## src/rtl/gmb_pkg.sv

```systemverilog
package gmb_pkg;

  localparam int BUS_DW  = 32;
  localparam int BANK_AW = 6;
  localparam int FUNC_W  = 3;

  localparam logic [BANK_AW-1:0] OFS_MASK = 6'h00;
  localparam logic [BANK_AW-1:0] OFS_CFG  = 6'h04;
  localparam logic [BANK_AW-1:0] OFS_PDS  = 6'h08;
  localparam logic [BANK_AW-1:0] OFS_LOCK = 6'h0C;
  localparam logic [BANK_AW-1:0] OFS_SET  = 6'h10;
  localparam logic [BANK_AW-1:0] OFS_CLR  = 6'h14;
  localparam logic [BANK_AW-1:0] OFS_ODS  = 6'h18;

  localparam int B_FUNC_LO = 0;
  localparam int B_DIR     = 8;
  localparam int B_PU      = 9;
  localparam int B_PD      = 10;
  localparam int B_FILT    = 12;
  localparam int B_SLOW    = 13;
  localparam int B_OD      = 14;
  localparam int B_TRIG    = 15;

  typedef struct packed {
    logic              trig;
    logic              od;
    logic              slow;
    logic              filt;
    logic              pd;
    logic              pu;
    logic              dir;
    logic [FUNC_W-1:0] func;
  } line_cfg_t;

  function automatic line_cfg_t word_to_cfg(input logic [BUS_DW-1:0] w);
    line_cfg_t c;
    c.func = w[B_FUNC_LO +: FUNC_W];
    c.dir  = w[B_DIR];
    c.pu   = w[B_PU];
    c.pd   = w[B_PD];
    c.filt = w[B_FILT];
    c.slow = w[B_SLOW];
    c.od   = w[B_OD];
    c.trig = w[B_TRIG];
    return c;
  endfunction

  function automatic logic [BUS_DW-1:0] cfg_to_word(input line_cfg_t c);
    logic [BUS_DW-1:0] w;
    w = '0;
    w[B_FUNC_LO +: FUNC_W] = c.func;
    w[B_DIR]  = c.dir;
    w[B_PU]   = c.pu;
    w[B_PD]   = c.pd;
    w[B_FILT] = c.filt;
    w[B_SLOW] = c.slow;
    w[B_OD]   = c.od;
    w[B_TRIG] = c.trig;
    return w;
  endfunction

endpackage

```

## src/rtl/gmb_rst_sync.sv

```systemverilog
module gmb_rst_sync #(
  parameter int STAGES = 2
) (
  input  logic clk,
  input  logic rst_n,
  output logic rst_q_n
);
  logic [STAGES-1:0] chain_q;
  logic [STAGES-1:0] chain_d;

  always_comb begin
    chain_d = {chain_q[STAGES-2:0], 1'b1};
  end

  always_ff @(posedge clk or negedge rst_n) begin
    if (!rst_n) chain_q <= '0;
    else        chain_q <= chain_d;
  end

  assign rst_q_n = chain_q[STAGES-1];
endmodule

```

## src/rtl/gmb_pad_sync.sv

```systemverilog
module gmb_pad_sync #(
  parameter int N = 32
) (
  input  logic         clk,
  input  logic         rst_n,
  input  logic [N-1:0] pad_async,
  output logic [N-1:0] pad_q
);
  logic [N-1:0] meta_q;
  logic [N-1:0] meta_d;
  logic [N-1:0] pad_d;

  always_comb begin
    meta_d = pad_async;
    pad_d  = meta_q;
  end

  always_ff @(posedge clk or negedge rst_n) begin
    if (!rst_n) begin
      meta_q <= '0;
      pad_q  <= '0;
    end else begin
      meta_q <= meta_d;
      pad_q  <= pad_d;
    end
  end
endmodule

```

## src/rtl/gmb_cfg_store.sv

```systemverilog
module gmb_cfg_store #(
  parameter int N = 32
) (
  input  logic                          clk,
  input  logic                          rst_n,
  input  logic                          cfg_we,
  input  logic [N-1:0]                  line_sel,
  input  gmb_pkg::line_cfg_t            cfg_wr,
  output gmb_pkg::line_cfg_t [N-1:0]    cfg_q
);
  for (genvar g = 0; g < N; g++) begin : g_line
    logic               upd_en;
    gmb_pkg::line_cfg_t cfg_d;

    always_comb begin
      upd_en = cfg_we & line_sel[g];
      cfg_d  = cfg_wr;
    end

    always_ff @(posedge clk or negedge rst_n) begin
      if (!rst_n)      cfg_q[g] <= '0;
      else if (upd_en) cfg_q[g] <= cfg_d;
    end

    AST_UNSELECTED_HOLDS: assert property (@(posedge clk) disable iff (!rst_n)
      (cfg_we && !line_sel[g]) |=> $stable(cfg_q[g])) else $error("unselected line changed");
    AST_SELECTED_LOADS: assert property (@(posedge clk) disable iff (!rst_n)
      (cfg_we && line_sel[g]) |=> (cfg_q[g] == $past(cfg_wr))) else $error("selected line not loaded");
  end
endmodule

```

## src/rtl/gmb_out_latch.sv

```systemverilog
module gmb_out_latch #(
  parameter int N = 32
) (
  input  logic         clk,
  input  logic         rst_n,
  input  logic         set_we,
  input  logic [N-1:0] set_bits,
  input  logic         clr_we,
  input  logic [N-1:0] clr_bits,
  output logic [N-1:0] lat_q
);
  logic         lat_en;
  logic [N-1:0] lat_d;

  always_comb begin
    lat_en = set_we | clr_we;
    lat_d  = lat_q;
    if (set_we) lat_d = lat_d | set_bits;
    if (clr_we) lat_d = lat_d & ~clr_bits;
  end

  always_ff @(posedge clk or negedge rst_n) begin
    if (!rst_n)      lat_q <= '0;
    else if (lat_en) lat_q <= lat_d;
  end

  AST_SET_RAISES: assert property (@(posedge clk) disable iff (!rst_n)
    (set_we && !clr_we) |=> ((lat_q & $past(set_bits)) == $past(set_bits))) else $error("set bit not high");
  AST_SET_KEEPS_OTHERS: assert property (@(posedge clk) disable iff (!rst_n)
    (set_we && !clr_we) |=> ((lat_q & ~$past(set_bits)) == ($past(lat_q) & ~$past(set_bits)))) else $error("set touched zero bit");
  AST_CLR_LOWERS: assert property (@(posedge clk) disable iff (!rst_n)
    clr_we |=> ((lat_q & $past(clr_bits)) == '0)) else $error("clear bit not low");
  AST_IDLE_HOLDS: assert property (@(posedge clk) disable iff (!rst_n)
    (!set_we && !clr_we) |=> $stable(lat_q)) else $error("latch moved without write");
endmodule

```

## src/rtl/gmb_low_pick.sv

```systemverilog
module gmb_low_pick #(
  parameter int N     = 32,
  parameter int IDX_W = 5
) (
  input  logic [N-1:0]     sel,
  output logic             hit,
  output logic [IDX_W-1:0] idx
);
  logic below_set;

  always_comb begin
    hit = 1'b0;
    idx = '0;
    for (int i = N - 1; i >= 0; i--) begin
      if (sel[i]) begin
        hit = 1'b1;
        idx = IDX_W'(i);
      end
    end
  end

  always_comb begin
    below_set = 1'b0;
    for (int j = 0; j < N; j++) begin
      if ((IDX_W'(j) < idx) && sel[j]) below_set = 1'b1;
    end
    if (hit) begin
      AST_PICK_IS_SET: assert (sel[idx]) else $error("picked line not in mask");
      AST_PICK_IS_LOWEST: assert (!below_set) else $error("lower line skipped");
    end
  end
endmodule

```

## src/rtl/gpio_mask_bank.sv

```systemverilog
module gpio_mask_bank #(
  parameter int NLINES = 32
) (
  input  logic                          clk,
  input  logic                          rst_n,
  input  logic [gmb_pkg::BANK_AW-1:0]   bus_addr,
  input  logic                          bus_we,
  input  logic [gmb_pkg::BUS_DW-1:0]    bus_wdata,
  output logic [gmb_pkg::BUS_DW-1:0]    bus_rdata,
  input  logic [NLINES-1:0]             pad_in,
  output logic [NLINES-1:0]             pin_oe,
  output logic [NLINES-1:0]             pin_out,
  output logic [NLINES-1:0]             pin_pu,
  output logic [NLINES-1:0]             pin_pd,
  output logic [NLINES-1:0]             pin_od,
  output logic [NLINES*gmb_pkg::FUNC_W-1:0] pin_func
);
  import gmb_pkg::*;

  localparam int IDX_W = (NLINES > 1) ? $clog2(NLINES) : 1;

  logic                    rst_q_n;
  logic [NLINES-1:0]       mask_q;
  logic [NLINES-1:0]       mask_d;
  logic                    mask_en;
  logic                    cfg_we;
  logic                    set_we;
  logic                    clr_we;
  line_cfg_t               cfg_wr;
  line_cfg_t [NLINES-1:0]  cfg_q;
  logic [NLINES-1:0]       lat_q;
  logic [NLINES-1:0]       pad_q;
  logic                    pick_hit;
  logic [IDX_W-1:0]        pick_idx;
  logic [BUS_DW-1:0]       rd_d;

  gmb_rst_sync #(.STAGES(2)) u_rst (
    .clk(clk), .rst_n(rst_n), .rst_q_n(rst_q_n)
  );

  // write decode
  always_comb begin
    mask_en = bus_we && (bus_addr == OFS_MASK);
    cfg_we  = bus_we && (bus_addr == OFS_CFG);
    set_we  = bus_we && (bus_addr == OFS_SET);
    clr_we  = bus_we && (bus_addr == OFS_CLR);
    mask_d  = bus_wdata[NLINES-1:0];
    cfg_wr  = word_to_cfg(bus_wdata);
  end

  always_ff @(posedge clk or negedge rst_q_n) begin
    if (!rst_q_n)     mask_q <= '0;
    else if (mask_en) mask_q <= mask_d;
  end

  gmb_cfg_store #(.N(NLINES)) u_cfg (
    .clk(clk), .rst_n(rst_q_n), .cfg_we(cfg_we), .line_sel(mask_q),
    .cfg_wr(cfg_wr), .cfg_q(cfg_q)
  );

  gmb_out_latch #(.N(NLINES)) u_lat (
    .clk(clk), .rst_n(rst_q_n),
    .set_we(set_we), .set_bits(bus_wdata[NLINES-1:0]),
    .clr_we(clr_we), .clr_bits(bus_wdata[NLINES-1:0]),
    .lat_q(lat_q)
  );

  gmb_pad_sync #(.N(NLINES)) u_sync (
    .clk(clk), .rst_n(rst_q_n), .pad_async(pad_in), .pad_q(pad_q)
  );

  gmb_low_pick #(.N(NLINES), .IDX_W(IDX_W)) u_pick (
    .sel(mask_q), .hit(pick_hit), .idx(pick_idx)
  );

  // read mux
  always_comb begin
    rd_d = '0;
    case (bus_addr)
      OFS_MASK: rd_d[NLINES-1:0] = mask_q;
      OFS_CFG:  rd_d = pick_hit ? cfg_to_word(cfg_q[pick_idx]) : '0;
      OFS_PDS:  rd_d[NLINES-1:0] = pad_q;
      OFS_ODS:  rd_d[NLINES-1:0] = lat_q;
      default:  rd_d = '0;
    endcase
  end

  assign bus_rdata = rd_d;

  // pad-side drive
  for (genvar g = 0; g < NLINES; g++) begin : g_pin
    assign pin_oe[g] = cfg_q[g].dir;
    assign pin_pu[g] = cfg_q[g].pu;
    assign pin_pd[g] = cfg_q[g].pd & ~cfg_q[g].pu;
    assign pin_od[g] = cfg_q[g].od;
    assign pin_func[g*FUNC_W +: FUNC_W] = cfg_q[g].func;
  end
  assign pin_out = lat_q;

  AST_EMPTY_MASK_READ: assert property (@(posedge clk) disable iff (!rst_q_n)
    ((bus_addr == OFS_CFG) && (mask_q == '0)) |-> (bus_rdata == '0)) else $error("empty-mask read not zero");
  AST_MASK_LOADS: assert property (@(posedge clk) disable iff (!rst_q_n)
    (bus_we && (bus_addr == OFS_MASK)) |=> (mask_q == $past(bus_wdata[NLINES-1:0]))) else $error("mask not loaded");
  AST_MASK_HOLDS: assert property (@(posedge clk) disable iff (!rst_q_n)
    !(bus_we && (bus_addr == OFS_MASK)) |=> $stable(mask_q)) else $error("mask changed");
endmodule

```

## config.mk

```make
export PLATFORM = sky130hd
export DESIGN_NAME = gpio_mask_bank
export DESIGN_NICKNAME = d
export VERILOG_FILES = /design/src/rtl/gmb_pkg.sv /design/src/rtl/gmb_rst_sync.sv /design/src/rtl/gmb_pad_sync.sv /design/src/rtl/gmb_cfg_store.sv /design/src/rtl/gmb_out_latch.sv /design/src/rtl/gmb_low_pick.sv /design/src/rtl/gpio_mask_bank.sv
export SDC_FILE = /design/constraint.sdc
export NUM_CORES = 1
export LEC_CHECK = 0
export ABC_AREA = 1
export BUFFER_PORTS_ARGS = -buffer_cell sky130_fd_sc_hd__buf_2
export CAP_MARGIN = 20
export CORE_MARGIN = 2
export CORE_UTILIZATION = 51
export CTS_CLUSTER_SIZE = 8
export DETAILED_ROUTE_END_ITERATION = 16
export HOLD_SLACK_MARGIN = 0.05
export PLACE_DENSITY = 0.76
export SLEW_MARGIN = 20
export SYNTH_ARGS = -nofsm -noshare
export SYNTH_HDL_FRONTEND = slang
export SYNTH_SLANG_ARGS = --single-unit
```

## constraint.sdc

```tcl
create_clock -name clk -period 12.7 [get_ports clk]
set_input_delay 3.81 -clock clk [delete_from_list [all_inputs] [get_ports clk]]
set_output_delay 3.81 -clock clk [all_outputs]
set_load 0.02 [all_outputs]
```

==> results of run 1 <==
-- synthesized netlist by cell type, drive strengths merged --
library cell	n
a21oi	88
a221oi	10
a22oi	15
a311oi	1
a31oi	1
buf	233
clkbuf	157
clkinv	1
conb	1
dfrtp	450
inv	90
mux2	1
nand2	609
nand3	471
nand3b	1
nor2	80
nor3	3
nor4	5
o211ai	6
o21ai	346
o311ai	1
-- power by group --
part / switching, W / leakage, nW / internal (W) / total, W
Clock: 0.000616 / 0.853 / 0.000920 / 0.00154
Sequential: 0.000118 / 5.88 / 0.00157 / 0.00169
Combinational: 0.000638 / 4.84 / 0.000245 / 0.000883
Total: 0.00137 / 11.6 / 0.00274 / 0.00411
-- layer usage --
| layer | share of wire, % | vias to the layer above | track usage, % | wire, um |
|---|---|---|---|---|
| met3 | 11 | 187 | 7.65 | 7390 |
| met1 | 40 | 9107 | 44.5 | 28000 |
| met4 | 4.4 | 2 | 13.5 | 3060 |
| met2 | 44 | 1180 | 47.1 | 30800 |
| li1 | - | 8439 | - | - |
| met5 | 0.017 | - | 0 | 12 |
-- through the flow --
step                      power, W  std cells
after global routing       0.00427       3173
final                      0.00411       3173
after floorplan            0.00232       2570
after global placement     0.00256       3099
after CTS                  0.00411       3173
after detailed placement   0.00257       3099
-- layout make-up --
| cell class | count | area, um^2 | share of cell area (%) |
|---|---|---|---|
| clock buffer | 67 | 1660 | 7.03 |
| timing repair buffer | 387 | 2030 | 8.63 |
| tap | 532 | 666 | 2.83 |
| sequential | 450 | 11300 | 47.8 |
| multi-input combinational | 1639 | 7510 | 31.9 |
| clock inverter | 7 | 83.8 | 0.356 |
| inverter | 91 | 344 | 1.46 |
-- worst paths after layout --
| kind | slack (ps) | endpoint | startpoint |
|---|---|---|---|
| max in group asynchronous | 9580 | u_rst.chain_q[1] | rst_n |
| worst min-delay path | 340 | u_sync.pad_q[0] | u_sync.meta_q[0] |
| worst max register to register | 9820 | u_cfg.cfg_q[89] | u_rst.chain_q[1] |
| worst min register to register | 340 | u_sync.pad_q[0] | u_sync.meta_q[0] |
| worst max-delay path | 2970 | bus_rdata[1] | mask_q[30] |
| min in group asynchronous | 440 | asynchronous set/reset pin | u_rst.chain_q[1] |
-- worst register-to-register path, stage by stage (launching register included) --
cell and delay, ps:
sky130_fd_sc_hd__dfrtp_4 990, sky130_fd_sc_hd__buf_12 730, sky130_fd_sc_hd__buf_4 1090
-- kinds of logic (layout without fill, tap and decap cells) --
group | after synthesis | after routing | synth area share, %
flip-flops | 450 | 450 | 52.8
AO/OA/AOI/OAI | 468 | 468 | 11.4
multiplexers | 1 | 1 | 0.0528
buffers and inverters | 481 | 552 | 12.2
AND/OR/NAND/NOR | 1169 | 1169 | 23.5
other | 1 | 1 | 0.0176
-- flip-flops by register name, summed over array words and instances (netlist names), named ones only --
| name | cells |
|---|---|
| u_rst.chain_q | 2 |
| u_sync.pad_q | 32 |
| u_sync.meta_q | 32 |
| mask_q | 32 |
| u_cfg.cfg_q | 320 |
==> results_dict.tcl, run 1 <==
set metrics [dict create \
    outcome "finished, final reports clean" \
    clk_transition_reported_paths_ps 50 \
    gr-usage-all-layers_pct 31.7 \
    final_core_util_pct 57.4 \
    dpl_cell_area_um2 21800 \
    power_leakage_nw 11.6 \
    fillers 3654 \
    design.portCount 361 \
    count_of_buffering_cells_on_the_critical_path_with_inverters_included 4 \
    die-area_um2 43500 \
    first_pass_iters 7 \
    postRouteWirelength_mm 69.2 \
    numPortBuffers 360 \
    root_buffer "sky130_fd_sc_hd__clkbuf_16" \
    remaining_drc_errors 0 \
    vdd.ir_drop.worst_uv 110 \
    hpwlAfterDp_mm 45.4 \
    globalRouteOverflowTotal 0 \
    tns_ps 0 \
    final-setup-viol-count 0 \
    hold_ws_ps 340 \
    synthCells 2570 \
    layout_min_cycle_time_ps 9730 \
    postCtsResizedCells 0 \
    post_route_cells_drive_above_1_share_pct 18.0 \
    critical_path.startpoint_type "flip-flop" \
    total_number_of_clock_tree_sinks 450 \
    chipHeight_um 208 \
    layout.cell_area.non_filler_um2 23600 \
    routed-via-count 18900 \
    route.antenna.remaining_nets 0 \
    max_stage_delay_ps 730 \
    hold_buffers 0 \
    crit_required_ps 8890 \
    timing.hold.worst_path_depth 0 \
    initial_antenna_violation_count 1 \
    max-cap-violations 0 \
    rsz0062_at_grt "no" \
    crit_path_depth 42 \
    syn_avg_cell_area_um2 8.30 \
    htree_levels 3 \
    hold_class "flip-flop to flip-flop" \
    mostFrequentLayoutCells "sky130_fd_sc_hd__nand2_1 (606), sky130_fd_sc_hd__nand3_1 (470), sky130_fd_sc_hd__dfrtp_1 (449), sky130_fd_sc_hd__buf_2 (360), sky130_fd_sc_hd__o21ai_0 (346)" \
    pin_count_of_the_biggest_net_entering_global_routing 183 \
    cts_tree "built" \
    wire_per_inst_um 21.8 \
    cts_setup_buffers 0 \
    ys_ff_latch 450 \
    synth_largest_area_cell "sky130_fd_sc_hd__dfrtp_1" \
    placement.setup.worst_slack_ps 3200 \
    final_common_cell "sky130_fd_sc_hd__nand2_1" \
    fin_crit_sh_pct 76.6 \
    globalplace.congestion 0.887 \
    syn_to_final_growth_pct 10.5 \
    fin_nets 2708 \
    synthesis.yosys.warnings 0 \
    first_pass_grt_wire_length_mm 107 \
    worst_slew_margin_rel_pct 30.5 \
    most_prevalent_standard_cell_on_the_critical_path "sky130_fd_sc_hd__nand2_1" \
    reg2reg_depth 2 \
    cts-buffers-inserted 66 \
    design.core.area_um2 41000 \
    synth_top_area_share_pct 52.8 \
    chipWidth_um 208 \
    synth.lib_cells_used.distinct 26 \
    seq_area_frac_synth_pct 52.8 \
    mappedNetlistArea_um2 21300 \
    worstMarginPinSlew_ps 1040 \
    worst_path_max_delay_cell "sky130_fd_sc_hd__buf_4" \
    worst_skew_pair.late_latency_ps 580 \
    layout_setup_ws_ps 2970 \
    worstPathArrival_ps 5920 \
    first_iter_violations 2238 \
    path_max_fanout 73 \
    achievable-frequency_mhz 103 \
    antenna-diode-count 0 \
    grt_pass1_vias 17900 \
    power-per-cell-area_nw_per_um2 174 \
    placement_rows 74 \
    worst-setup-path-type "flip-flop to output port" \
    post_synth_main_area_contributors "sky130_fd_sc_hd__dfrtp_1 (53%), sky130_fd_sc_hd__nand3_1 (11%), sky130_fd_sc_hd__nand2_1 (11%)" \
    timing.clock.skew_ps 21.2 \
    cpLargestDelayFamily "simple AND/OR/NAND/NOR gates" \
    start_util_pct 52.0 \
    postSynthNetCount 2643 \
    via_per_inst 5.96 \
    critPathCaptureType "output port" \
    finalHoldViolCount 0 \
    timing_max_transition_violations_final 0 \
    cts_max_path_buffers 3 \
]
Note: power is estimated with default switching activity, not from simulation.
==> run 2: changes to the inputs <==
--- a/config.mk
+++ b/config.mk
@@ -5,15 +5,15 @@
 export SDC_FILE = /design/constraint.sdc
 export NUM_CORES = 1
 export LEC_CHECK = 0
-export ABC_AREA = 1
+export ABC_AREA = 0
 export BUFFER_PORTS_ARGS = -buffer_cell sky130_fd_sc_hd__buf_2
 export CAP_MARGIN = 20
 export CORE_MARGIN = 2
-export CORE_UTILIZATION = 51
+export CORE_UTILIZATION = 55
 export CTS_CLUSTER_SIZE = 8
 export DETAILED_ROUTE_END_ITERATION = 16
 export HOLD_SLACK_MARGIN = 0.05
-export PLACE_DENSITY = 0.76
+export PLACE_DENSITY = 0.78
 export SLEW_MARGIN = 20
 export SYNTH_ARGS = -nofsm -noshare
 export SYNTH_HDL_FRONTEND = slang
==> constraint.sdc (replaced) <==
create_clock -name clk -period 9.2 [get_ports clk]
set_input_delay 2.76 -clock clk [delete_from_list [all_inputs] [get_ports clk]]
set_output_delay 2.76 -clock clk [all_outputs]
set_load 0.02 [all_outputs]
==> results_dict.tcl, run 2 <==
set metrics [dict create \
    worstMarginPinSlew_ps 1060 \
    wire_per_inst_um 25.5 \
    power_leakage_nw 12.7 \
    numPortBuffers 360 \
    routed-via-count 16000 \
    critPathCaptureType "output port" \
    worst-setup-path-type "primary input to output port" \
    netSwitchingPower_w 0.00179 \
    p_comb_share_pct 21.7 \
    finalHoldViolCount 0 \
    crit_required_ps 6440 \
    remaining_drc_errors 0 \
    worst_skew_pair.late_latency_ps 580 \
    worstPathArrival_ps 5500 \
    max-cap-violations 0 \
    initial_antenna_violation_count 4 \
    timing_max_transition_violations_final 0 \
    clk_transition_reported_paths_ps 50 \
    first_pass_iters 5 \
    synth_top_area_share_pct 51.3 \
    most_prevalent_standard_cell_on_the_critical_path "sky130_fd_sc_hd__buf_2" \
    ys_ff_latch 450 \
    max_stage_delay_ps 520 \
    postSynthNetCount 1981 \
    syn_avg_cell_area_um2 11.5 \
    grt_pass1_vias 16200 \
    yosys.cell_count.top_type "sky130_fd_sc_hd__dfrtp_1" \
    synth-edff-count 0 \
    tns_ps 0 \
    via_per_inst 6.19 \
    clock_share_of_power_pct 38.4 \
    hpwlAfterDp_mm 44.2 \
    ys_dominant_reg_cell "sky130_fd_sc_hd__dfrtp_1" \
    syn_to_final_growth_pct 11.1 \
    path_max_fanout 9 \
    rsz0062_at_grt "no" \
    cpLargestDelayFamily "compound AO/OA/AOI/OAI gates" \
    largest_reg_flops 320 \
    synthCells 1908 \
    cts_max_path_buffers 3 \
    globalplace.congestion 0.976 \
    cts-buffers-inserted 66 \
    final_core_util_pct 61.6 \
    synth.lib_cells_used.distinct 57 \
    cts_setup_buffers 0 \
    hold_buffers 0 \
    synthesis.yosys.warnings 0 \
    finalPower_w 0.00550 \
    layout_min_cycle_time_ps 8260 \
    cell_internal_pwr_w 0.00371 \
    start_util_pct 55.5 \
    chipHeight_um 204 \
    share_of_flip_flops_with_an_asynchronous_set_or_reset_after_synthesis_pct 100 \
    mappedNetlistArea_um2 21900 \
    fillers 3131 \
    gr-usage-all-layers_pct 31.7 \
    placement_rows 73 \
    synth_largest_area_cell "sky130_fd_sc_hd__dfrtp_1" \
    fin_crit_sh_pct 89.8 \
    vdd.ir_drop.worst_uv 182 \
    htree_levels 3 \
    pin_count_of_the_biggest_net_entering_global_routing 176 \
    placement.setup.worst_slack_ps 1060 \
    seq_area_frac_synth_pct 51.3 \
    post_synth_main_area_contributors "sky130_fd_sc_hd__dfrtp_1 (51%), sky130_fd_sc_hd__mux2_2 (19%), sky130_fd_sc_hd__buf_4 (6.9%)" \
    dpl_cell_area_um2 22600 \
    design.portCount 361 \
    achievable-frequency_mhz 121 \
    critical_path.startpoint_type "primary input" \
    postRouteWirelength_mm 66.0 \
    chipWidth_um 204 \
    layout.cell_area.non_filler_um2 24400 \
    regMostFlops "u_cfg.cfg_q" \
    die-area_um2 41500 \
    worstPathCellList "buf_2 > nor4b_1 > buf_4 > nand4_1 > a21oi_1 > and3b_1 > nand2_1 > o31ai_1 > a221oi_2 > o2111ai_1 > buf_2" \
    count_of_buffering_cells_on_the_critical_path_with_inverters_included 3 \
    layout_setup_ws_ps 938 \
    cts_tree "built" \
    route.antenna.remaining_nets 0 \
    hold_class "flip-flop to flip-flop" \
    postCtsResizedCells 0 \
    post_route_cells_drive_above_1_share_pct 41.6 \
    outcome "finished, final reports clean" \
    worst_slew_margin_rel_pct 29.6 \
    worst_path_max_delay_cell "sky130_fd_sc_hd__o31ai_1" \
    final-setup-viol-count 0 \
    power.share.switching_pct 32.5 \
    fin_nets 2122 \
    first_pass_grt_wire_length_mm 99.4 \
    mostFrequentLayoutCells "sky130_fd_sc_hd__dfrtp_1 (448), sky130_fd_sc_hd__mux2_2 (361), sky130_fd_sc_hd__buf_2 (360), sky130_fd_sc_hd__nand2_1 (145), sky130_fd_sc_hd__a21oi_1 (106)" \
    power-per-cell-area_nw_per_um2 226 \
    final_common_cell "sky130_fd_sc_hd__dfrtp_1" \
    timing.clock.skew_ps 18.3 \
    reg_power_share_pct 39.9 \
    ys_top_cells_by_count "sky130_fd_sc_hd__dfrtp_1 (450), sky130_fd_sc_hd__mux2_2 (361), sky130_fd_sc_hd__buf_4 (202)" \
    first_iter_violations 1309 \
    design.core.area_um2 39500 \
    globalRouteOverflowTotal 0 \
    total_number_of_clock_tree_sinks 450 \
    root_buffer "sky130_fd_sc_hd__clkbuf_16" \
]
[run 2: worst register-to-register path: cells and delay by family, from the launching register on]
family	cells	cell delay [ps]
muxes	1	510
buffers and inverters	1	650
DFF	1	1030
and+or+nand+nor	1	650
[run 2: area by class of cell]
class	instances	area, um^2	area share [%]
Multi-Input combinational cell	1144	8700	35.7
Timing Repair Buffer	383	1990	8.17
Inverter	4	15.0	0.0616
Clock buffer	69	1660	6.82
Clock inverter	8	76.3	0.313
Tap cell	525	657	2.70
Antenna cell	4	10.0	0.0411
Sequential cell	450	11300	46.2
[run 2: power groups by stage]
stage	Combinational (W)	Sequential, W	Clock [W]
after floorplan	0.000830	0.00221	0
after detailed placement	0.00117	0.00222	0
final	0.00119	0.00220	0.00211
after global placement	0.00117	0.00222	0
after global routing	0.00128	0.00220	0.00222
after CTS	0.00118	0.00219	0.00214
[run 2: routing by layer]
layer  vias to the layer above  routed length [um]  track usage [%]
met4                         2                2300             11.8
met5                         -                  13                0
li1                       6854                   -                -
met2                       819               31400             50.8
met3                       170                5930             7.54
met1                      8167               26400             42.0
[run 2: final timing paths]
check                           cells after the start  slack [ps]              from          endpoint
worst min register to register                      0         340  u_sync.meta_q[6]   u_sync.pad_q[6]
worst max-delay path                               11         940       bus_addr[3]      bus_rdata[0]
worst min-delay path                                0         340  u_sync.meta_q[6]   u_sync.pad_q[6]
max in group asynchronous                           1        7120             rst_n  u_rst.chain_q[1]
min in group asynchronous                           0         390  u_rst.chain_q[1]  u_cfg.cfg_q[212]
worst max register to register                      3        6230         mask_q[0]    u_cfg.cfg_q[0]
[run 2: cell families after synthesis]
family | count (synthesis) | share of synthesized area [%]
compound gates | 270 | 8.07
buf+inv | 314 | 9.20
flops | 450 | 51.3
mux | 443 | 22.3
other cells | 1 | 0.0171
simple gates | 430 | 9.11
[run 2: through the flow]
| step | instances | hold slack [ps] |
|---|---|---|
| floorplan | 1908 | 331 |
| global placement | 2506 | 332 |
| detailed placement | 2506 | 335 |
| CTS | 2583 | 343 |
| global route | 2585 | 349 |
| finish | 2587 | 342 |
